<file path="src/rtl/adc_scan_pkg.sv">
package adc_scan_pkg;

    localparam int FRAME_W      = 16;
    localparam int CMD_CONV_BIT = 12;
    localparam int CMD_CH_LSB   = 7;
    localparam int TAG_LSB      = 12;
    localparam int TAG_W        = 4;
    localparam int PAD_FRAMES   = 2;

    typedef enum logic [1:0] {
        ENG_IDLE  = 2'd0,
        ENG_SHIFT = 2'd1,
        ENG_GAP   = 2'd2
    } eng_state_e;

endpackage

</file>
<file path="src/rtl/spi_word_engine.sv">
module spi_word_engine
    import adc_scan_pkg::*;
#(
    parameter int WORD_W = 16,
    parameter int DIV_W  = 8
) (
    input  logic              clk,
    input  logic              rst_n,
    input  logic              go_i,
    input  logic [WORD_W-1:0] tx_word_i,
    input  logic [DIV_W-1:0]  half_div_i,
    input  logic              miso_i,
    output logic              sclk_o,
    output logic              cs_n_o,
    output logic              mosi_o,
    output logic              fin_o,
    output logic [WORD_W-1:0] rx_word_o
);

    localparam int BCNT_W = $clog2(WORD_W + 1);

    typedef struct packed {
        eng_state_e        st;
        logic [DIV_W-1:0]  div_cnt;
        logic [BCNT_W-1:0] bit_cnt;
        logic              sclk;
        logic [WORD_W-1:0] tx;
        logic [WORD_W-1:0] rx;
        logic              fin;
    } eng_t;

    eng_t eng_d, eng_q;
    logic tick;

    assign tick = (eng_q.div_cnt == half_div_i);

    always_comb begin
        eng_d     = eng_q;
        eng_d.fin = 1'b0;
        case (eng_q.st)
            ENG_IDLE: begin
                if (go_i) begin
                    eng_d.st      = ENG_SHIFT;
                    eng_d.tx      = tx_word_i;
                    eng_d.div_cnt = '0;
                    eng_d.bit_cnt = '0;
                    eng_d.sclk    = 1'b0;
                end
            end
            ENG_SHIFT: begin
                if (tick) begin
                    eng_d.div_cnt = '0;
                    if (!eng_q.sclk) begin
                        eng_d.sclk    = 1'b1;
                        eng_d.rx      = {eng_q.rx[WORD_W-2:0], miso_i};
                        eng_d.bit_cnt = eng_q.bit_cnt + 1'b1;
                    end else begin
                        eng_d.sclk = 1'b0;
                        if (eng_q.bit_cnt == BCNT_W'(WORD_W)) begin
                            eng_d.st = ENG_GAP;
                        end else begin
                            eng_d.tx = {eng_q.tx[WORD_W-2:0], 1'b0};
                        end
                    end
                end else begin
                    eng_d.div_cnt = eng_q.div_cnt + 1'b1;
                end
            end
            ENG_GAP: begin
                if (tick) begin
                    eng_d.st      = ENG_IDLE;
                    eng_d.fin     = 1'b1;
                    eng_d.div_cnt = '0;
                end else begin
                    eng_d.div_cnt = eng_q.div_cnt + 1'b1;
                end
            end
            default: eng_d.st = ENG_IDLE;
        endcase
    end

    always_ff @(posedge clk or negedge rst_n) begin
        if (!rst_n) begin
            eng_q <= '{st: ENG_IDLE, div_cnt: '0, bit_cnt: '0, sclk: 1'b0,
                       tx: '0, rx: '0, fin: 1'b0};
        end else begin
            eng_q <= eng_d;
        end
    end

    assign sclk_o    = eng_q.sclk;
    assign cs_n_o    = (eng_q.st != ENG_SHIFT);
    assign mosi_o    = eng_q.tx[WORD_W-1];
    assign fin_o     = eng_q.fin;
    assign rx_word_o = eng_q.rx;

    // clock toggles only inside a selected word
    assert_sclk_in_frame_R1: assert property (@(posedge clk) disable iff (!rst_n)
        sclk_o |-> !cs_n_o);

    // data out is held while the clock is high
    assert_mosi_stable_R1: assert property (@(posedge clk) disable iff (!rst_n)
        (sclk_o && $past(sclk_o)) |-> $stable(mosi_o));

    // the sequencer launches a word only into an idle engine
    assert_go_when_idle_R4: assert property (@(posedge clk) disable iff (!rst_n)
        go_i |-> (eng_q.st == ENG_IDLE));

endmodule

</file>
<file path="src/rtl/chan_pick.sv">
module chan_pick #(
    parameter int NCH  = 16,
    parameter int CH_W = 4
) (
    input  logic [NCH-1:0]  mask_i,
    output logic            any_o,
    output logic [CH_W-1:0] ch_o
);

    always_comb begin
        ch_o = '0;
        for (int i = NCH - 1; i >= 0; i--) begin
            if (mask_i[i]) ch_o = CH_W'(i);
        end
    end

    assign any_o = |mask_i;

endmodule

</file>
<file path="src/rtl/adc_scan_seq.sv">
module adc_scan_seq
    import adc_scan_pkg::*;
#(
    parameter int NUM_CH      = 16,
    parameter int SAMPLE_BITS = 12,
    parameter int DIV_W       = 8
) (
    input  logic                   clk,
    input  logic                   rst_n,
    input  logic                   start_i,
    input  logic [NUM_CH-1:0]      ch_mask_i,
    input  logic [DIV_W-1:0]       half_div_i,
    output logic                   spi_sclk_o,
    output logic                   spi_cs_n_o,
    output logic                   spi_mosi_o,
    input  logic                   spi_miso_i,
    output logic                   smp_valid_o,
    output logic [SAMPLE_BITS-1:0] smp_data_o,
    output logic [TAG_W-1:0]       smp_chan_o,
    output logic                   smp_err_o,
    output logic                   busy_o,
    output logic                   done_o
);

    localparam int CH_W  = TAG_W;
    localparam int PAD_W = $clog2(PAD_FRAMES + 1);
    localparam int SMP_HI = TAG_LSB - 1;

    typedef struct packed {
        logic                   run;
        logic [NUM_CH-1:0]      rem;
        logic [PAD_W-1:0]       pad;
        logic                   inflight;
        logic                   cur_vld;
        logic [CH_W-1:0]        cur_ch;
        logic                   p0_vld;
        logic [CH_W-1:0]        p0_ch;
        logic                   p1_vld;
        logic [CH_W-1:0]        p1_ch;
        logic                   smp_vld;
        logic [SAMPLE_BITS-1:0] smp_data;
        logic [CH_W-1:0]        smp_ch;
        logic                   smp_err;
        logic                   done;
    } seq_t;

    seq_t seq_d, seq_q;

    logic                pick_any;
    logic [CH_W-1:0]     pick_ch;
    logic                go;
    logic [FRAME_W-1:0]  tx_word;
    logic                fin;
    logic [FRAME_W-1:0]  rx_word;

    chan_pick #(.NCH(NUM_CH), .CH_W(CH_W)) i_pick (
        .mask_i (seq_q.rem),
        .any_o  (pick_any),
        .ch_o   (pick_ch)
    );

    assign go = seq_q.run && !seq_q.inflight && (pick_any || (seq_q.pad != '0));

    always_comb begin
        tx_word = '0;
        if (pick_any) begin
            tx_word[CMD_CONV_BIT]                 = 1'b1;
            tx_word[CMD_CH_LSB +: CH_W]           = pick_ch;
        end
    end

    spi_word_engine #(.WORD_W(FRAME_W), .DIV_W(DIV_W)) i_eng (
        .clk        (clk),
        .rst_n      (rst_n),
        .go_i       (go),
        .tx_word_i  (tx_word),
        .half_div_i (half_div_i),
        .miso_i     (spi_miso_i),
        .sclk_o     (spi_sclk_o),
        .cs_n_o     (spi_cs_n_o),
        .mosi_o     (spi_mosi_o),
        .fin_o      (fin),
        .rx_word_o  (rx_word)
    );

    always_comb begin
        seq_d         = seq_q;
        seq_d.smp_vld = 1'b0;
        seq_d.done    = 1'b0;
        if (!seq_q.run) begin
            if (start_i) begin
                if (ch_mask_i == '0) begin
                    seq_d.done = 1'b1;
                end else begin
                    seq_d.run      = 1'b1;
                    seq_d.rem      = ch_mask_i;
                    seq_d.pad      = PAD_W'(PAD_FRAMES);
                    seq_d.inflight = 1'b0;
                    seq_d.p0_vld   = 1'b0;
                    seq_d.p1_vld   = 1'b0;
                end
            end
        end else begin
            if (go) begin
                seq_d.inflight = 1'b1;
                seq_d.cur_vld  = pick_any;
                seq_d.cur_ch   = pick_ch;
                if (pick_any) seq_d.rem[pick_ch] = 1'b0;
                else          seq_d.pad = seq_q.pad - 1'b1;
            end
            if (fin) begin
                seq_d.inflight = 1'b0;
                if (seq_q.p1_vld) begin
                    seq_d.smp_vld  = 1'b1;
                    seq_d.smp_ch   = seq_q.p1_ch;
                    seq_d.smp_data = rx_word[SMP_HI -: SAMPLE_BITS];
                    seq_d.smp_err  = (rx_word[TAG_LSB +: TAG_W] != seq_q.p1_ch);
                end
                seq_d.p1_vld = seq_q.p0_vld;
                seq_d.p1_ch  = seq_q.p0_ch;
                seq_d.p0_vld = seq_q.cur_vld;
                seq_d.p0_ch  = seq_q.cur_ch;
                if (!pick_any && seq_q.pad == '0) begin
                    seq_d.run  = 1'b0;
                    seq_d.done = 1'b1;
                end
            end
        end
    end

    always_ff @(posedge clk or negedge rst_n) begin
        if (!rst_n) begin
            seq_q <= '0;
        end else begin
            seq_q <= seq_d;
        end
    end

    assign smp_valid_o = seq_q.smp_vld;
    assign smp_data_o  = seq_q.smp_data;
    assign smp_chan_o  = seq_q.smp_ch;
    assign smp_err_o   = seq_q.smp_err;
    assign busy_o      = seq_q.run;
    assign done_o      = seq_q.done;

    // no word is selected outside a scan
    assert_cs_idle_R9: assert property (@(posedge clk) disable iff (!rst_n)
        !busy_o |-> spi_cs_n_o);

    // busy only begins in response to a start strobe
    assert_busy_from_start_R8: assert property (@(posedge clk) disable iff (!rst_n)
        $rose(busy_o) |-> $past(start_i));

    // completion and busy never overlap
    assert_done_not_busy_R8: assert property (@(posedge clk) disable iff (!rst_n)
        done_o |-> !busy_o);

    // samples only come out of a running scan
    assert_sample_in_scan_R5: assert property (@(posedge clk) disable iff (!rst_n)
        smp_valid_o |-> $past(busy_o));

endmodule

</file>
<file path="config.mk">
export PLATFORM = sky130hd
export DESIGN_NAME = adc_scan_seq
export DESIGN_NICKNAME = d
export VERILOG_FILES = /design/src/rtl/adc_scan_pkg.sv /design/src/rtl/spi_word_engine.sv /design/src/rtl/chan_pick.sv /design/src/rtl/adc_scan_seq.sv
export SDC_FILE = /design/constraint.sdc
export NUM_CORES = 1
export LEC_CHECK = 0
export BUFFER_PORTS_ARGS = -buffer_cell sky130_fd_sc_hd__buf_2
export CORE_AREA = 2 2 114 116
export DETAILED_ROUTE_END_ITERATION = 8
export DIE_AREA = 0 0 116 118
export PLACE_DENSITY = 0.57
export SLEW_MARGIN = 20
export SYNTH_ARGS = -nofsm -noshare
export SYNTH_HDL_FRONTEND = slang
export SYNTH_SLANG_ARGS = --single-unit
export TNS_END_PERCENT = 20
</file>
<file path="constraint.sdc">
create_clock -name clk -period 3.1 [get_ports clk]
set_input_delay 0.31 -clock clk [delete_from_list [all_inputs] [get_ports clk]]
set_output_delay 0.31 -clock clk [all_outputs]
set_load 0.005 [all_outputs]
</file>
Word-level counts from Yosys, hierarchy flattened. Cells that the tools add are included. W data, S select, Z words.

Bits in registers: 103. Bits of input ports: 28. Output and inout bits: 23.

$add $sub $neg: 3. Order comparisons: 2. Equal/unequal tests: 19. Mux-type cells: 57. Bitwise logic cells: 3. Reductions and logical operators: 29.

Operators by type and width (count): $mux W4 (17); $mux W16 (4); $mux W20 (3); $pmux W22 S2 (1); $mux W38 (1); $mux W18 (2); $mux W32 (1); $mux W29 (1); $mux W24 (1); $and A16 B16 Y16 (1); $logic_not A16 Y1 (1); $mux W1 (16); $ne A2 B1 Y1 const B (8); $not A16 Y16 (1); $pmux W8 S2 (1); $reduce_or A16 Y1 (1); $reduce_and A3 Y1 (5); $reduce_and A4 Y1 (3); $mux W2 (5); $ne A2 B2 Y1 const B (5); $reduce_and A5 Y1 (2); $add A8 B1 Y8 const B (1); $eq A8 B8 Y1 (1); $mux W8 (1); other kinds (20) (30).

Depth between registers and ports, before layout.
Word-level depth: 26. Mapped depth: 9.

By module. From an unflattened synthesis, not the netlist that was laid out.

Cell total of the unflattened synthesis: 515. Area total of the unflattened synthesis: 5617.9 um^2.

Modules (own cells, without submodules): adc_scan_seq (instances 1, cells each 243, area an instance 2850.2 um^2, seq. area each 1351.3 um^2); spi_word_engine (instances 1, cells each 238, area an instance 2591.2 um^2, seq. area each 1226.2 um^2); chan_pick (instances 1, cells each 34, area an instance 176.4 um^2, seq. area each 0.0 um^2).

Worst setup path before layout. OpenSTA, ideal clock, no wires.

Path kind: reg2reg. Start point: register i_eng.eng_q[39] (netlist bit). End point: register i_eng.eng_q, in the netlist i_eng.rx_word_o[10]. Arrival time: 2.316 ns. Required time: 2.975 ns. Slack: 0.660 ns. Cell stages (with the launch flop): 7. Buffers on the path: 1. Cells stage by stage: dfrtp_1 xor2_1 nor4_1 nand2_1 nor3_2 buf_2 mux2_2.

Cells in the longest elaborated chain, start to end: 2.

RTL lines: start, declared (line spi_word_engine.sv:32) `eng_t eng_d, eng_q;`; start signal, assigned (line spi_word_engine.sv:84) `eng_q <= '{st: ENG_IDLE, div_cnt: '0, bit_cnt: '0, sclk: 1'b0,`; start signal, assigned (line spi_word_engine.sv:87) `eng_q <= eng_d;`; $eq A8 B8 Y1 (line spi_word_engine.sv:35) `assign tick = (eng_q.div_cnt == half_div_i);`; $reduce_and A3 Y1 (no source line).

No other way between the ends. A chain may end at the register's enable or synchronous reset.

Worst setup path after layout.
Start point: register seq_q[37] (netlist bit). End point: register i_eng.eng_q[36] (netlist bit).

Cells in the longest elaborated chain, start to end: 5.

RTL lines: start, declared (line adc_scan_seq.sv:47) `seq_t seq_d, seq_q;`; start signal, assigned (line adc_scan_seq.sv:135) `seq_q <= seq_d;`; $reduce_or A16 Y1 (line chan_pick.sv:17) `assign any_o = |mask_i;`; $logic_or A1 B1 Y1 (line adc_scan_seq.sv:62) `assign go = seq_q.run && !seq_q.inflight && (pick_any || (seq_q.pad != '0));`; $logic_and A1 B1 Y1 (line adc_scan_seq.sv:62); $ne A2 B2 Y1 (no source line); $reduce_and A4 Y1 (no source line).

No other way between the ends.

==> run_results.csv <==
group,metric,value,unit
setup_path,cp_data_required_time,3.36,ns
logic_synthesis,ys_ff_latch,102,
cts,cts_buffers,9,
detailed_routing,met1Wirelength,5000,um
detailed_routing,remaining_drc_errors,0,
placement,place.gp.congestion,0.868,
power,cellPowerDensity,755,nW/um^2
logic_synthesis,async_reset_ff_share,100,%
setup_path,critPathKind,"flop to flop",
final_layout,diodes,0,
sta,fin_crit,2.64,ns
global_route,grt_max_degree,53,
sta,setup-violations-final,0,
cts,hold_buffers,0,
cts,clk_pin_slew,0.07,ns
min_path,hp-class,"input port to async pin",
floorplanning,rows,41,
final_layout,area_growth,14.1,%
global_route,grt_usage,16.0,%
sta,worst_pin_slew,0.966,ns
sta,finalHoldViolCount,10,
setup_path,cp-end-kind,"flop",
placement,placed_area,5310,um^2
logic_synthesis,syn_avg_cell_area,10.7,um^2
cts,cts.sinks,102,
global_route,grt_pass1_vias,3561,
sta,setup_ws,0.459,ns
cts,ctsRootBufferMaster,"clkbuf_16",
logic_synthesis,synth-edff-count,0,
sta,grt_setup_unrepaired,"no",
floorplanning,io_pins,51,
setup_path,arrival,2.90,ns
setup_path,r2r_setup_slack,0.46,ns
final_layout,fin_util,45.2,%
setup_path,cp-start-kind,"flop",
detailed_routing,vias,3571,
global_route,gr-total-overflow,0,
setup_path,cp_max_fo,9,
detailed_routing,wl_met2,4590,um
placement,port_buffers,50,
detailed_routing,drt_iter0_drc,297,
logic_synthesis,syn_area,4920,um^2
logic_synthesis,synth_seq_area_share,51.9,%
logic_synthesis,synth.most_common_cell,"dfrtp_1",
detailed_routing,avgViaCountPerCell,5.29,
logic_synthesis,syn_inst,458,
floorplanning,die_y,118,um
sta,hold_ws,-0.00452,ns
floorplanning,die_w,116,um
cts,cts_setup_buffers,0,
logic_synthesis,synth_area_leaders,"dfrtp_1, mux2_2, o21ai_0",
cts,cts_tree,"yes",
detailed_routing,ant_nets,0,
logic_synthesis,synth_top_area_share,51.9,%
detailed_routing,drtPass1Iterations,5,
logic_synthesis,synthFlopType,"dfrtp_1",
setup_path,cp_slowest_stage_delay,0.60,ns
sta,fin_tns_setup,0,ns
flow_run,cap_violations,0,
setup_path,rr_worst_depth,6,
detailed_routing,wl_per_cell,15.1,um
final_layout,stdcell_area,5620,um^2
placement,dp_hpwl,7200,um
logic_synthesis,synth_common_cells,"dfrtp_1, mux2_2, nand2_1",
outcome,outcome,"finished, violations left",
floorplanning,initial_core_util,39.6,%
global_route,antenna_found_initial,0,
power,p_leak,2.73,nW
cts,post_cts_resized,0,
final_layout,layout-drive-gt1-share,25.2,%
setup_path,crit_top_cell,"or4_4",
detailed_routing,top_layer_used,"met4",
detailed_routing,dr_wl_met3,403,um
sta,finClkSkew,0.0102,ns
logic_synthesis,syn_nets,493,
logic_synthesis,ys_warn_count,0,
global_route,grt_pass1_wl,17400,um
setup_path,cp_slowest_cell,"or4_4",
sta,fmax,0.379,GHz
cts,max-clock-path-buffers,2,
logic_synthesis,synth.distinct_cells,52,
cts,h-tree-depth,3,
detailed_routing,drt-total-wl,10200,um
logic_synthesis,yosysTopAreaCell,"dfrtp_1",
cts,insertion_delay,0.35,ns
placement,pre_cts_ws,0.346,ns
power,ir_drop,322,uV
sta,post-route-period-util,85.2,%
floorplanning,die_area,13700,um^2
sta,slew_headroom,35.6,%
sta,finalMaxSlewViolations,0,
setup_path,worstPathCellList,"or4_4 -> or4_4 -> o21ai_4 -> nor4b_1 -> a311o_1 -> nor3_1",
outcome,violations,"negative hold slack",
final_layout,fin_nets,534,
power,finalPower,4.24,mW
floorplanning,core_area,12400,um^2
==> sequential cells by signal, summed over array words and instances (netlist names), 4 cells and up <==
| signal | flops |
|---|---|
| smp_data_o | 12 |
| smp_chan_o | 4 |
| seq_q | 34 |
| i_eng.rx_word_o | 16 |
| i_eng.eng_q | 29 |
==> placed cells by master, fill, tap and decap left out, types with 6 or more instances in the layout <==
| master | synthesis | routed |
|---|---|---|
| a21oi_1 | 23 | 22 |
| a22o_1 | 9 | 9 |
| a22oi_1 | 6 | 6 |
| and3_1 | 8 | 8 |
| buf_2 | 3 | 49 |
| buf_4 | 16 | 12 |
| clkbuf_16 | 0 | 9 |
| dfrtp_1 | 102 | 102 |
| ha_1 | 7 | 7 |
| inv_1 | 27 | 27 |
| mux2_2 | 42 | 42 |
| mux2i_1 | 9 | 9 |
| nand2_1 | 31 | 31 |
| nand3_1 | 18 | 18 |
| nor2_1 | 19 | 19 |
| nor2b_1 | 7 | 7 |
| nor3_1 | 8 | 8 |
| nor4_1 | 13 | 13 |
| o21ai_0 | 30 | 30 |
| xor2_1 | 12 | 12 |
==> through the flow <==
stage	cells	hold slack, ns
final	675	-0.00452
after global routing	675	0.0502
after floorplan	458	0.0144
after detailed placement	660	0.389
after CTS	675	0.0139
after global placement	660	0.385
==> cell type report <==
class	count	area, um^2
Tap cell	172	215
Inverter	27	101
Timing Repair Buffer	62	355
Clock inverter	6	77.6
Sequential cell	102	2550
Clock buffer	9	225
Multi-Input combinational cell	297	2090
Fill cell	1208	6800
==> final timing paths <==
| kind | endpoint | startpoint |
|---|---|---|
| setup / recovery | i_eng.eng_q[36] | seq_q[37] |
| hold / removal | smp_valid_o | rst_n |
| setup reg to reg | i_eng.eng_q[36] | seq_q[37] |
| hold reg to reg | smp_err_o | smp_err_o |
| max in group asynchronous | seq_q[51] | rst_n |
| min in group clk | seq_q[38] | ch_mask_i[1] |
==> logic make-up (layout without fill, tap and decap cells) <==
kind of cell	after synthesis	count (layout)	share of synthesized area (%)
AOI/OAI and AO/OA	105	105	14.0
xor gates and xnor gates	12	12	2.14
adders and majority gates	7	7	1.78
buffers and inverters	59	104	5.80
DFF	102	102	51.9
muxes	51	51	11.4
and+or+nand+nor	122	122	13.0
==> critical path: cells and delay by family (launching register included) <==
kind	cells	cell delay, ns
flops	1	0.46
simple gates	4	1.42
compound gates	2	0.67
==> per-layer routing <==
layer,GRT usage [%],vias up
met5,0,-
met4,5.51,0
met3,3.50,16
met2,24.3,87
met1,22.4,1738
li1,-,1730
==> where the power goes <==
part | switching, mW | internal (mW) | total, mW | leakage, nW
combinational | 0.874 | 0.493 | 1.37 | 1.22
clock | 0.515 | 0.637 | 1.15 | 0.146
sequential | 0.192 | 1.53 | 1.72 | 1.36
No activity file was read; power rests on OpenSTA's default activity.
